## config.mk

```make
export PLATFORM = sky130hd
export DESIGN_NAME = exc_ctrl_regs
export DESIGN_NICKNAME = d
export VERILOG_FILES = /design/src/rtl/exc_ctrl_regs.sv
export SDC_FILE = /design/constraint.sdc
export NUM_CORES = 1
export LEC_CHECK = 0
export ABC_AREA = 1
export BUFFER_PORTS_ARGS = -buffer_cell sky130_fd_sc_hd__buf_2
export CAP_MARGIN = 10
export CORE_MARGIN = 1
export CORE_UTILIZATION = 54
export CTS_CLUSTER_DIAMETER = 150
export DETAILED_ROUTE_END_ITERATION = 10
export GPL_TIMING_DRIVEN = 0
export PLACE_DENSITY = 0.9
export SLEW_MARGIN = 20
export SYNTH_ARGS = -nofsm -noshare
export SYNTH_HDL_FRONTEND = slang
export SYNTH_SLANG_ARGS = --single-unit
```

## constraint.sdc

```tcl
create_clock -name clk -period 1.8 [get_ports clk]
set_clock_uncertainty 0.1 [all_clocks]
set_input_delay 0.18 -clock clk [delete_from_list [all_inputs] [get_ports clk]]
set_output_delay 0.18 -clock clk [all_outputs]
set_load 0.05 [all_outputs]
```

## src/rtl/exc_ctrl_regs.sv

```systemverilog
module exc_ctrl_regs #(
  parameter int XLEN = 32,
  parameter logic [XLEN-1:0] VECTOR = 32'h8000_0080,
  parameter logic [4:0] SEL_BAD = 5'd8,
  parameter logic [4:0] SEL_STAT = 5'd12,
  parameter logic [4:0] SEL_CAUSE = 5'd13,
  parameter logic [4:0] SEL_EPC = 5'd14,
  parameter logic [4:0] CODE_ADDR_LD = 5'd4,
  parameter logic [4:0] CODE_ADDR_ST = 5'd5
) (
  input  logic            clk,
  input  logic            rst_n,
  input  logic            mt_en,
  input  logic [4:0]      mt_sel,
  input  logic [XLEN-1:0] mt_data,
  input  logic [4:0]      mf_sel,
  output logic [XLEN-1:0] mf_data,
  input  logic            exc_req,
  input  logic [4:0]      exc_code,
  input  logic [XLEN-1:0] exc_pc,
  input  logic [XLEN-1:0] exc_badaddr,
  input  logic            rfe,
  input  logic [5:0]      hw_irq,
  output logic            irq_req,
  output logic            redirect,
  output logic [XLEN-1:0] redirect_pc
);
  logic [5:0]      ku_ie_q;
  logic [7:0]      im_q;
  logic [1:0]      ip_sw_q;
  logic [5:0]      ip_hw_q;
  logic [4:0]      code_q;
  logic [XLEN-1:0] epc_q;
  logic [XLEN-1:0] bad_q;

  logic [4:0] code_taken;
  logic       addr_err;

  assign irq_req     = ku_ie_q[0] & |({ip_hw_q, ip_sw_q} & im_q);
  assign code_taken  = irq_req ? 5'd0 : exc_code;
  assign addr_err    = (code_taken == CODE_ADDR_LD) || (code_taken == CODE_ADDR_ST);
  assign redirect    = exc_req;
  assign redirect_pc = VECTOR;

  always_comb begin
    mf_data = '0;
    case (mf_sel)
      SEL_STAT:  mf_data[15:0] = {im_q, 2'b00, ku_ie_q};
      SEL_CAUSE: mf_data[15:0] = {ip_hw_q, ip_sw_q, 1'b0, code_q, 2'b00};
      SEL_EPC:   mf_data = epc_q;
      SEL_BAD:   mf_data = bad_q;
      default:   mf_data = '0;
    endcase
  end

  always_ff @(posedge clk) begin
    if (!rst_n) begin
      ku_ie_q <= '0;
      im_q    <= '0;
      ip_sw_q <= '0;
      ip_hw_q <= '0;
      code_q  <= '0;
      epc_q   <= '0;
      bad_q   <= '0;
    end else begin
      ip_hw_q <= hw_irq;
      if (exc_req) begin
        ku_ie_q <= {ku_ie_q[3:0], 2'b00};
        code_q  <= code_taken;
        epc_q   <= exc_pc;
        if (addr_err) bad_q <= exc_badaddr;
      end else begin
        if (rfe) begin
          ku_ie_q <= {ku_ie_q[5:4], ku_ie_q[5:2]};
        end else if (mt_en && mt_sel == SEL_STAT) begin
          ku_ie_q <= mt_data[5:0];
          im_q    <= mt_data[15:8];
        end
        if (mt_en && mt_sel == SEL_STAT && rfe) im_q <= im_q;
        if (mt_en && mt_sel == SEL_CAUSE) ip_sw_q <= mt_data[9:8];
        if (mt_en && mt_sel == SEL_EPC) epc_q <= mt_data;
      end
    end
  end
endmodule


```

==> metrics.yaml <==
wl_met3_um: 1700
p_sw_frac: 0.284
cp-start-kind: "flop"
crit_slowest_cell: "dfxtp_1"
outcome: "complete, but fails checks"
cp_common_cell: "nand2_1"
ant_nets: 0
worst-r2r-cell-count: 11
cp.required_ns: 1.52
hp-start: "exc_pc[1]"
met2_length_um: 7660
die_y_um: 99.0
finalSetupViolCount: 0
cts.sinks: 91
antenna_cells: 0
crit_type: "flop to output pin"
clk_latency_ns: 0.38
rows: 35
layout.nets: 1134
io_buffer_count: 154
violations: "hold timing"
crit_start: "im_q[7]$_SDFFE_PN0P_"
htree_levels: 3
hold_ws_ns: -0.00557
finalHoldViolations: 2
netlist.area_leader.share: 0.358
critPathMaxFanout: 6
initialDrtViolationCount: 490
via_count: 5937
grt_pass1_vias: 5361
tightest_slew_ns: 0.525
postLayoutCoreUtil: 0.732
ys_ff_latch: 91
worst_path_largest_cell_delay_ns: 0.34
final.min_clock_period_ns: 1.77
hold_end: "epc_q[1]$_SDFFE_PN0P_"
p_comb_frac: 0.174
path_cells: "nand2_1, nand2_1, nor2_1, nand2_1, nand2_2, buf_8, inv_2, buf_6"
r2r_end: "bad_q[10]$_SDFFE_PN0P_"
clkPwrFrac: 0.383
synth_area_leader_cell: "dfxtp_1"
grt_max_degree: 17
highest_layer: "met4"
relSlewSlack: 0.650
antenna_found_initial: 0
multiInputGateArea_um2: 2430
powerDensity_nw_per_um2: 721
die_area_um2: 9800
area_delta_synth_final_pct: 32.5
gp_congestion: 0.903
power.leakage_nw: 3.57
fill_cells: 758
m1WireLength_um: 5980
drv_cap: 0
power_frac_seq: 0.442
max_freq_mhz: 565
io_pins: 188
ir_worst_vdd_mv: 0.468
rsz0062_at_grt: "true"
die_x_um: 99.0
start_util: 0.553
avgSynthCellArea_um2: 6.43
drt-pass1-iter-count: 8
grtUsageTotal: 0.324
cts_buffer_depth: 2
p_switching_mw: 1.38
place_area_um2: 6100
endpoint_kind: "output pin"
cts-root-buf: "clkbuf_8"
dpl.hpwl_um: 11400
cts_tree: "built"
drive_above_1_share: 0.265
cts_made_buffers: 9
worstHoldPathCells: 3
min_path_type: "input pin to flop"
core_area_um2: 9200
seq_area_frac_synth: 0.358
clk_pin_slew_ns: 0.10
drv_slew: 0
seqCellArea_um2: 1840
synthCells: 791
fin_crit_sh: 0.984
reg2reg_slack_ns: 0.10
design_area_um2: 6730
yosysWarnings: 0
synth_cell_type_count: 28
drt-total-wl_um: 16000
finalSetupTns_ns: 0
wire_per_inst_um: 14.2
synth.area.top_cells: "dfxtp_1 (36%), nand2_1 (17%), inv_1 (8.5%)"
gr-total-overflow: 0
synth_area_um2: 5080
r2r_start: "im_q[7]$_SDFFE_PN0P_"
grt_pass1_wl_um: 24600
post-route-drc-count: 0
detail_route.vias_per_cell: 5.26
crit_arrival_ns: 1.49
p_int_mw: 3.48
## registers in the layout, indices dropped and copies added, names as in the netlist
signal,count
epc_q,32
code_q,5
bad_q,32
ip_sw_q,2
im_q,8
ku_ie_q,6
ip_hw_q,6
## layout by cell type (no fill, tap or decap), types with 26 or more instances in the layout
cell and n:
nand4_1 32, a22oi_1 26, inv_1 114, o21ai_0 46, dfxtp_1 80, conb_1 32
nand2_1 226, buf_4 62, buf_2 146, a21oi_1 37, nor2_1 93
## Yosys cell counts
| cell type | count |
|---|---|
| o21ai_0 | 48 |
| nor3_4 | 1 |
| buf_4 | 37 |
| o31ai_1 | 1 |
| nor3_2 | 2 |
| clkbuf_1 | 14 |
| a22oi_1 | 26 |
| nor2_4 | 1 |
| dfxtp_1 | 91 |
| nand2_2 | 2 |
| nand4_1 | 32 |
| nand3_1 | 17 |
| nand3_2 | 2 |
| nor2_2 | 1 |
| inv_2 | 2 |
| nand2_1 | 226 |
| mux2i_1 | 3 |
| nor2_1 | 94 |
| inv_1 | 115 |
| a31oi_1 | 3 |
| buf_2 | 19 |
| buf_6 | 9 |
| o211ai_1 | 2 |
| conb_1 | 2 |
| clkinv_1 | 1 |
| buf_1 | 1 |
| a21oi_1 | 37 |
| a21boi_0 | 2 |
## how the worst max path moves through the flow
| stage | endpoint | slack (ns) | depth (start not counted) |
|---|---|---|---|
| 2_1_floorplan | mf_data[23] | -0.13 | 4 |
| 3_3_place_gp | mf_data[0] | -0.17 | 8 |
| 3_5_place_dp | mf_data[0] | -0.19 | 8 |
| 4_1_cts | irq_req | -0.06 | 9 |
| 5_1_grt | irq_req | -0.03 | 8 |
| 6_report | irq_req | 0.03 | 8 |
## power by group through the flow
stage / Combinational (mW) / Sequential, mW / Clock, mW
2_1_floorplan: 0.540 / 2.17 / 0
3_3_place_gp: 0.773 / 2.19 / 0
3_5_place_dp: 0.783 / 2.19 / 0
4_1_cts: 0.824 / 2.14 / 1.84
5_1_grt: 0.919 / 2.15 / 1.94
6_report: 0.847 / 2.15 / 1.86
## kinds of logic (layout without fill, tap and decap cells)
group | count (synthesis) | count (layout) | synth area share
AOI/OAI and AO/OA | 119 | 119 | 0.133
buffers and inverters | 198 | 394 | 0.192
DFF | 91 | 91 | 0.358
muxes | 3 | 3 | 0.00591
other | 2 | 32 | 0.00148
and+or+nand+nor | 378 | 378 | 0.309
## stage by stage
step	power (mW)	hold slack, ns	setup WS, ns	std cells
3_3_place_gp	2.96	0.274	-0.169	1086
5_1_grt	5.01	0.000833	-0.0257	1128
6_report	4.86	-0.00557	0.0289	1128
4_1_cts	4.81	0.000345	-0.0585	1122
3_5_place_dp	2.97	0.269	-0.192	1086
2_1_floorplan	2.71	0.178	-0.130	821
## repair_timing
| item | CTS | global route |
|---|---|---|
| hold buffers | 16 | 0 |
| endpoints found under the setup margin | 30 | 31 |
| hold endpoints to repair | 16 | 0 |
| pin swaps | 2 | 6 |
| setup buffers | 4 | 7 |
| gates resized for setup | 25 | 30 |
## metal layers
| metal | track usage | up-vias |
|---|---|---|
| li1 | - | 2843 |
| met1 | 0.372 | 2615 |
| met2 | 0.568 | 402 |
| met3 | 0.0674 | 77 |
| met4 | 0.166 | 0 |
| met5 | 0 | - |
## cell type report
class / count / area share
tap: 111 / 0.0206
clock buffer: 9 / 0.0184
multi-input combinational: 532 / 0.361
inverter: 118 / 0.0658
timing repair buffer: 181 / 0.159
buffer: 79 / 0.0806
clock inverter: 7 / 0.0216
sequential: 91 / 0.273
## critical path, delay by kind of cell, from the launching register on
family | cells | cell delay (ns)
AND/OR/NAND/NOR | 5 | 0.48
flip-flops | 1 | 0.34
buffers and inverters | 3 | 0.29
Power figures use the tool's default switching activity.
